`src/rtl/ebw_pkg.sv`:
```
package ebw_pkg;

  typedef enum logic [1:0] {
    SQ_IDLE = 2'd0,
    SQ_ADDR = 2'd1,
    SQ_WAIT = 2'd2,
    SQ_GAP  = 2'd3
  } sq_state_t;

  // A pair fits one beat only on the wide bus from an even base.
  function automatic logic pair_merges(input logic wide, input logic pair,
                                       input logic base_odd);
    return pair && wide && !base_odd;
  endfunction

  function automatic logic pair_splits(input logic wide, input logic pair,
                                       input logic base_odd);
    return pair && !pair_merges(wide, pair, base_odd);
  endfunction

  // Lane holding a lone word: high lane only for odd words on the wide bus.
  function automatic logic word_uses_high_lane(input logic wide, input logic odd);
    return wide && odd;
  endfunction

endpackage

```
`src/rtl/ebw_bank_decode.sv`:
```
module ebw_bank_decode #(
  parameter int ADDR_W   = 32,
  parameter int SEL_BITS = 3
) (
  input  logic                       en,
  input  logic [ADDR_W-1:0]          addr,
  output logic [(1<<SEL_BITS)-1:0]   bank
);
  localparam int BANKS = 1 << SEL_BITS;

  logic [SEL_BITS-1:0] field;
  assign field = addr[ADDR_W-1 -: SEL_BITS];

  for (genvar g = 0; g < BANKS; g++) begin : g_bank
    assign bank[g] = en && (field == SEL_BITS'(g));
  end
endmodule

```
`src/rtl/ebw_lane_steer.sv`:
```
module ebw_lane_steer
  import ebw_pkg::*;
#(
  parameter int WORD_W = 32
) (
  input  logic                  wide,
  input  logic                  merged,
  input  logic                  odd,
  input  logic                  drive_en,
  input  logic                  wr_en,
  input  logic [WORD_W-1:0]     word,
  input  logic [2*WORD_W-1:0]   pair_data,
  input  logic [2*WORD_W-1:0]   rdata,
  output logic [2*WORD_W-1:0]   wdata,
  output logic [2*WORD_W/8-1:0] be,
  output logic [WORD_W-1:0]     rd_word
);
  localparam int LANES = 2;
  localparam int BPL   = WORD_W / 8;

  logic [LANES-1:0] lane_on;
  logic             hi_lane;

  assign hi_lane = word_uses_high_lane(wide, odd);

  always_comb begin
    if (!drive_en)    lane_on = '0;
    else if (merged)  lane_on = '1;
    else if (hi_lane) lane_on = 2'b10;
    else              lane_on = 2'b01;
  end

  for (genvar l = 0; l < LANES; l++) begin : g_lane
    assign be[l*BPL +: BPL] = {BPL{lane_on[l]}};
    assign wdata[l*WORD_W +: WORD_W] =
      (wr_en && lane_on[l]) ? (merged ? pair_data[l*WORD_W +: WORD_W] : word) : '0;
  end

  assign rd_word = hi_lane ? rdata[WORD_W +: WORD_W] : rdata[WORD_W-1:0];
endmodule

```
`src/rtl/ebw_seq.sv`:
```
module ebw_seq
  import ebw_pkg::*;
#(
  parameter int DEPTH_W = 2,
  parameter int IDLE_W  = 2
) (
  input  logic               clk,
  input  logic               rst_n,
  input  logic               start,
  input  logic               cfg_pipe,
  input  logic [DEPTH_W-1:0] cfg_depth,
  input  logic [IDLE_W-1:0]  cfg_idle,
  input  logic               two_beats,
  input  logic               bus_ack,
  output logic               strobe,
  output logic               beat_idx,
  output logic               beat_done,
  output logic               last_done,
  output logic               rsp_valid,
  output logic               ready
);
  localparam int CNT_W = (DEPTH_W > IDLE_W) ? DEPTH_W : IDLE_W;

  sq_state_t          st;
  sq_state_t          after_st;
  logic               pipe_q;
  logic [DEPTH_W-1:0] depth_q;
  logic [IDLE_W-1:0]  idle_q;
  logic               two_q;
  logic               resume_q;
  logic [CNT_W-1:0]   cnt;
  logic               more;

  assign strobe    = (st == SQ_ADDR);
  assign ready     = (st == SQ_IDLE);
  assign beat_done = (st == SQ_ADDR && !pipe_q && bus_ack) ||
                     (st == SQ_WAIT && cnt == '0);
  assign more      = two_q && !beat_idx;
  assign last_done = beat_done && !more;

  always_comb begin
    if (idle_q != '0) after_st = SQ_GAP;
    else if (more)    after_st = SQ_ADDR;
    else              after_st = SQ_IDLE;
  end

  always_ff @(posedge clk or negedge rst_n) begin
    if (!rst_n) begin
      st        <= SQ_IDLE;
      pipe_q    <= 1'b0;
      depth_q   <= '0;
      idle_q    <= '0;
      two_q     <= 1'b0;
      resume_q  <= 1'b0;
      cnt       <= '0;
      beat_idx  <= 1'b0;
      rsp_valid <= 1'b0;
    end else begin
      rsp_valid <= last_done;
      if (beat_done) begin
        st       <= after_st;
        cnt      <= CNT_W'(idle_q) - CNT_W'(1);
        resume_q <= more;
        if (more) beat_idx <= 1'b1;
      end else begin
        case (st)
          SQ_IDLE: if (start) begin
            pipe_q   <= cfg_pipe;
            depth_q  <= cfg_depth;
            idle_q   <= cfg_idle;
            two_q    <= two_beats;
            beat_idx <= 1'b0;
            st       <= SQ_ADDR;
          end
          SQ_ADDR: if (pipe_q) begin
            st  <= SQ_WAIT;
            cnt <= CNT_W'(depth_q);
          end
          SQ_WAIT: cnt <= cnt - CNT_W'(1);
          SQ_GAP: begin
            if (cnt == '0) st <= resume_q ? SQ_ADDR : SQ_IDLE;
            else           cnt <= cnt - CNT_W'(1);
          end
          default: st <= SQ_IDLE;
        endcase
      end
    end
  end


  pipe_strobe_single_chk: assert property (@(posedge clk) disable iff (!rst_n)
    (strobe && pipe_q) |=> !strobe);


  slow_hold_chk: assert property (@(posedge clk) disable iff (!rst_n)
    (strobe && !pipe_q && !bus_ack) |=> strobe);


  idle_gap_chk: assert property (@(posedge clk) disable iff (!rst_n)
    (beat_done && idle_q != '0) |=> !strobe);


  rsp_pulse_chk: assert property (@(posedge clk) disable iff (!rst_n)
    rsp_valid |=> !rsp_valid);


  ready_busy_chk: assert property (@(posedge clk) disable iff (!rst_n)
    strobe |-> !ready);
endmodule

```
`src/rtl/ext_bus_width_adapter.sv`:
```
module ext_bus_width_adapter
  import ebw_pkg::*;
#(
  parameter int ADDR_W    = 32,
  parameter int WORD_W    = 32,
  parameter int BANK_BITS = 3,
  parameter int DEPTH_W   = 2,
  parameter int IDLE_W    = 2
) (
  input  logic                           clk,
  input  logic                           rst_n,
  input  logic                           cfg_wide,
  input  logic                           cfg_pipe,
  input  logic [DEPTH_W-1:0]             cfg_depth,
  input  logic [IDLE_W-1:0]              cfg_idle,
  input  logic                           req_valid,
  output logic                           req_ready,
  input  logic                           req_write,
  input  logic                           req_pair,
  input  logic [ADDR_W-1:0]              req_addr,
  input  logic [2*WORD_W-1:0]            req_wdata,
  output logic                           rsp_valid,
  output logic [2*WORD_W-1:0]            rsp_rdata,
  output logic                           bus_strobe,
  output logic                           bus_write,
  output logic [ADDR_W-1:0]              bus_addr,
  output logic [(1<<BANK_BITS)-1:0]      bus_bank,
  output logic [2*WORD_W/8-1:0]          bus_be,
  output logic [2*WORD_W-1:0]            bus_wdata,
  input  logic [2*WORD_W-1:0]            bus_rdata,
  input  logic                           bus_ack
);
  localparam int BUS_W = 2 * WORD_W;

  logic              fire;
  logic [ADDR_W-1:0] addr_q;
  logic              write_q;
  logic              wide_q;
  logic              merged_q;
  logic [BUS_W-1:0]  wdata_q;
  logic [BUS_W-1:0]  rdata_q;

  logic              beat_idx;
  logic              beat_done;
  logic              last_done;
  logic [ADDR_W-1:0] beat_addr;
  logic [WORD_W-1:0] beat_word;
  logic [WORD_W-1:0] rd_word;

  assign fire = req_valid && req_ready;

  always_ff @(posedge clk or negedge rst_n) begin
    if (!rst_n) begin
      addr_q   <= '0;
      write_q  <= 1'b0;
      wide_q   <= 1'b0;
      merged_q <= 1'b0;
      wdata_q  <= '0;
      rdata_q  <= '0;
    end else if (fire) begin
      addr_q   <= req_addr;
      write_q  <= req_write;
      wide_q   <= cfg_wide;
      merged_q <= pair_merges(cfg_wide, req_pair, req_addr[0]);
      wdata_q  <= req_wdata;
      rdata_q  <= '0;
    end else if (beat_done && !write_q) begin
      if (merged_q)      rdata_q                   <= bus_rdata;
      else if (beat_idx) rdata_q[WORD_W +: WORD_W] <= rd_word;
      else               rdata_q[WORD_W-1:0]       <= rd_word;
    end
  end

  ebw_seq #(.DEPTH_W(DEPTH_W), .IDLE_W(IDLE_W)) u_seq (
    .clk       (clk),
    .rst_n     (rst_n),
    .start     (fire),
    .cfg_pipe  (cfg_pipe),
    .cfg_depth (cfg_depth),
    .cfg_idle  (cfg_idle),
    .two_beats (pair_splits(cfg_wide, req_pair, req_addr[0])),
    .bus_ack   (bus_ack),
    .strobe    (bus_strobe),
    .beat_idx  (beat_idx),
    .beat_done (beat_done),
    .last_done (last_done),
    .rsp_valid (rsp_valid),
    .ready     (req_ready)
  );

  assign beat_addr = addr_q + ADDR_W'(beat_idx);
  assign beat_word = beat_idx ? wdata_q[WORD_W +: WORD_W] : wdata_q[WORD_W-1:0];
  assign bus_addr  = bus_strobe ? beat_addr : '0;
  assign bus_write = bus_strobe && write_q;
  assign rsp_rdata = rdata_q;

  ebw_bank_decode #(.ADDR_W(ADDR_W), .SEL_BITS(BANK_BITS)) u_bank (
    .en   (bus_strobe),
    .addr (beat_addr),
    .bank (bus_bank)
  );

  ebw_lane_steer #(.WORD_W(WORD_W)) u_lane (
    .wide      (wide_q),
    .merged    (merged_q),
    .odd       (beat_addr[0]),
    .drive_en  (bus_strobe),
    .wr_en     (bus_write),
    .word      (beat_word),
    .pair_data (wdata_q),
    .rdata     (bus_rdata),
    .wdata     (bus_wdata),
    .be        (bus_be),
    .rd_word   (rd_word)
  );


  bank_onehot_chk: assert property (@(posedge clk) disable iff (!rst_n)
    bus_strobe |-> ($countones(bus_bank) == 1 && bus_bank[bus_addr[ADDR_W-1 -: BANK_BITS]]));


  bank_quiet_chk: assert property (@(posedge clk) disable iff (!rst_n)
    !bus_strobe |-> (bus_bank == '0 && bus_be == '0));


  narrow_lane_chk: assert property (@(posedge clk) disable iff (!rst_n)
    (bus_strobe && !wide_q) |-> (bus_be[2*WORD_W/8-1 -: WORD_W/8] == '0));


  rsp_after_last_chk: assert property (@(posedge clk) disable iff (!rst_n)
    last_done |=> rsp_valid);
endmodule

```
`config.mk`:
```
export PLATFORM = sky130hd
export DESIGN_NAME = ext_bus_width_adapter
export DESIGN_NICKNAME = d
export VERILOG_FILES = /design/src/rtl/ebw_pkg.sv /design/src/rtl/ebw_bank_decode.sv /design/src/rtl/ebw_lane_steer.sv /design/src/rtl/ebw_seq.sv /design/src/rtl/ext_bus_width_adapter.sv
export SDC_FILE = /design/constraint.sdc
export NUM_CORES = 1
export LEC_CHECK = 0
export ABC_AREA = 0
export BUFFER_PORTS_ARGS = -buffer_cell sky130_fd_sc_hd__buf_2
export CAP_MARGIN = 20
export CELL_PAD_IN_SITES_DETAIL_PLACEMENT = 2
export CELL_PAD_IN_SITES_GLOBAL_PLACEMENT = 2
export CORE_MARGIN = 10
export CORE_UTILIZATION = 29
export CTS_BUF_LIST = sky130_fd_sc_hd__clkbuf_4 sky130_fd_sc_hd__clkbuf_8 sky130_fd_sc_hd__clkbuf_16
export DETAILED_ROUTE_END_ITERATION = 16
export GPL_TIMING_DRIVEN = 1
export PLACE_DENSITY_LB_ADDON = 0.3
export SLEW_MARGIN = 10
export SYNTH_ARGS = -nofsm -noshare
export SYNTH_HDL_FRONTEND = slang
export SYNTH_SLANG_ARGS = --single-unit
```
`constraint.sdc`:
```
create_clock -name clk -period 5.8 [get_ports clk]
set_input_delay 0.58 -clock clk [delete_from_list [all_inputs] [get_ports clk]]
set_output_delay 0.58 -clock clk [all_outputs]
set_load 0.01 [all_outputs]
```
==> out/results.ini <==
[status]
status=complete, no violations

[cts]
htree_levels=4
clkSlewWorstSetupHoldPaths_ns=0.07
cts_resized=0
clock_path_buffers=2
cts_buffers=17
ctsHoldBuffers=0
cts_tree=built
post_cts_buffers=0
cts-root-buf=clkbuf_16
cts_sinks=176
clock_latency_ns=0.45

[logic_synthesis]
ys_async_sr_fraction_pct=100
syn_avg_cell_area_um2=7.79
synth_warnings=0
ys_ff_latch=176
synth_edf_count=0
yosysUniqueCellTypes=44
syn-instance-count=1227
synth.most_common_cell=nand2_1
synth_area_leaders=dfrtp_1 46%, nand2_1 23%, mux2_2 7.3%, a21oi_1 7.2%, clkbuf_1 2.2%
synth_top_area_share_pct=46.1
ys.flop_type=dfrtp_1
synth_commonest_cells=574 x nand2_1, 176 x dfrtp_1, 137 x a21oi_1, 62 x mux2_2, 57 x clkbuf_1
syn_nets=1403
synth-seq-area-share_pct=46.1
yosysTopAreaCell=dfrtp_1
netlist_area_mm2=0.00956

[route]
wl_per_cell_um=21.2
drt_iter0_drc=370
vias=9716
drc=0
viasPerCell=4.89
drtAntennaViolNets=0
wirelength_um=42200
drt-pass1-iter-count=4

[placed_design]
dp_slack_ns=2.42
io_buffer_count=351
place.gp.congestion=0.783
dp.cells=1950
hpwl_um=30400

[power]
p_leak_nw=6.40
combPwrFrac_pct=48.5
p_clk_share_pct=17.1
p_int_mw=3.64
power_switching_mw=3.15
pwr-share-seq_pct=34.4
vdd_drop_max_uv=191
pwr_density_cell_mw_per_mm2=555
p_sw_share_pct=46.4

[critical_path]
cp-start-kind=register
critPathCaptureType=output port
critPathRequiredTime_ns=5.22
r2r_end=rsp_rdata[38]
path_class=register to output port
timing.rr.start=u_seq.cnt[0]
rrSetupSlack_ns=3.37
critPathMaxFanout=9
rr_worst_depth=8
crit_arrival_ns=3.26

[worst_hold_path]
min_path_type=input port to asynchronous set/reset pin

[sta]
setup_ws_ns=1.96
min_period_ns=3.84
hold_viol=0
worst_pin_slew_ns=1.04
finalSetupViolCount=0
max_freq_ghz=0.260
slew_headroom_pct=30.9
slew_viol_final=0
post-route-period-util_pct=66.2
fin_tns_setup_ns=0
grt_setup_unrepaired=no
finClkSkew_ns=0.00909

[finish]
regArea_mm2=0.00440
area_delta_synth_final_pct=28.2
drive_above_1_share_pct=31.5
multi_input_area_mm2=0.00478
nFillCells=3915
nets=1703
fin_util_pct=37.7
stdcell_count=1988

[floorplan]
ios=352
num_rows=66
die_area_mm2=0.0406
coreArea_mm2=0.0325
die_y_um=202
start_util_pct=29.4
die_w_um=202

[global_routing]
gr-total-overflow=0
gr-usage-all-layers_pct=20.6
first_global_vias=10900
grt_first_pass_wirelength_um=65900
grt_max_degree=99
antenna_found_initial=9

[run]
drv_cap=0

layout make-up:
cell class,count,share of cell area [%]
multi-input cells,952,39.0
flip-flops and latches,176,36.0
repair buffers,367,15.4
well taps,442,4.51
clock buffers,18,3.53
clock inverters,14,1.10
inverters,13,0.398
diodes,6,0.123
logic make-up after synthesis:
logic type / synth area share, %
muxes: 7.91
DFF: 46.1
buffers and inverters: 4.44
xor gates and xnor gates: 2.64
and+or+nand+nor: 29.8
AOI/OAI and AO/OA: 8.57
adders and majority gates: 0.524
placed cells by master, fill, tap and decap left out, drive strengths merged:
cell        n
nand2     575
clkinv      7
xor2       22
a221o       1
or3         1
buf       366
and3        6
inv        16
clkbuf     19
nor2       51
o21ai      13
nand4      12
mux2i       2
mux2       65
a21oi     139
xnor2       6
nand3b      2
a21o        2
and4        4
nor3        6
nand4b      1
diode       6
nor3b       4
bufinv      1
and2b       1
or2         3
dfrtp     176
nor4        3
a21boi      1
nand2b      3
clkinvlp    3
nand3      18
and2        5
a211oi      2
ha          4
power groups by stage:
| stage | Clock [mW] | Sequential, mW | Combinational (mW) |
|---|---|---|---|
| 4_1_cts | 1.19 | 2.34 | 3.39 |
| 6_report | 1.16 | 2.34 | 3.30 |
| 5_1_grt | 1.24 | 2.43 | 3.69 |
| 3_3_place_gp | 0 | 2.31 | 3.23 |
| 2_1_floorplan | 0 | 2.29 | 2.05 |
| 3_5_place_dp | 0 | 2.35 | 3.36 |
worst max-delay path by stage:
stage	from	end	cells after the start
finish	u_seq.beat_idx	bus_bank[1]	7
global placement	u_seq.beat_idx	bus_bank[5]	7
CTS	u_seq.beat_idx	bus_bank[1]	7
floorplan	u_seq.beat_idx	bus_bank[1]	6
global route	u_seq.beat_idx	bus_bank[1]	7
detailed placement	u_seq.beat_idx	bus_bank[1]	7
flip-flops by register name, indices dropped and copies added, names as in the netlist, 2 cells and up:
register and flops:
rsp_rdata 64, wdata_q 64, addr_q 32, u_seq.cnt 2, u_seq.depth_q 2, u_seq.idle_q 2
u_seq.st 2
per-layer routing:
layer  up-vias  track usage (%)  routed length (µm)
li1       4530                -                   -
met1      4874             24.3               18000
met2       255             35.9               21200
met3        49             5.20                2140
met4         8             6.20                 847
met5         -                0                  59
per-stage QoR:
stage,hold slack (ns),cell area (µm²),power [mW]
finish,0.157,12300,6.79
global route,0.257,12200,7.37
CTS,0.233,12200,6.92
detailed placement,0.479,11700,5.72
global placement,0.459,11700,5.54
floorplan,0.284,9560,4.34
worst max-delay path, stage by stage, from the launching register on:
cell	delay, ns
dfrtp_1	0.46
ha_1	0.27
nand4_1	0.23
nor4_4	0.53
nand4_1	0.19
xor2_1	0.70
nor3b_1	0.27
buf_2	0.17
No activity file was read; power rests on OpenSTA's default activity.
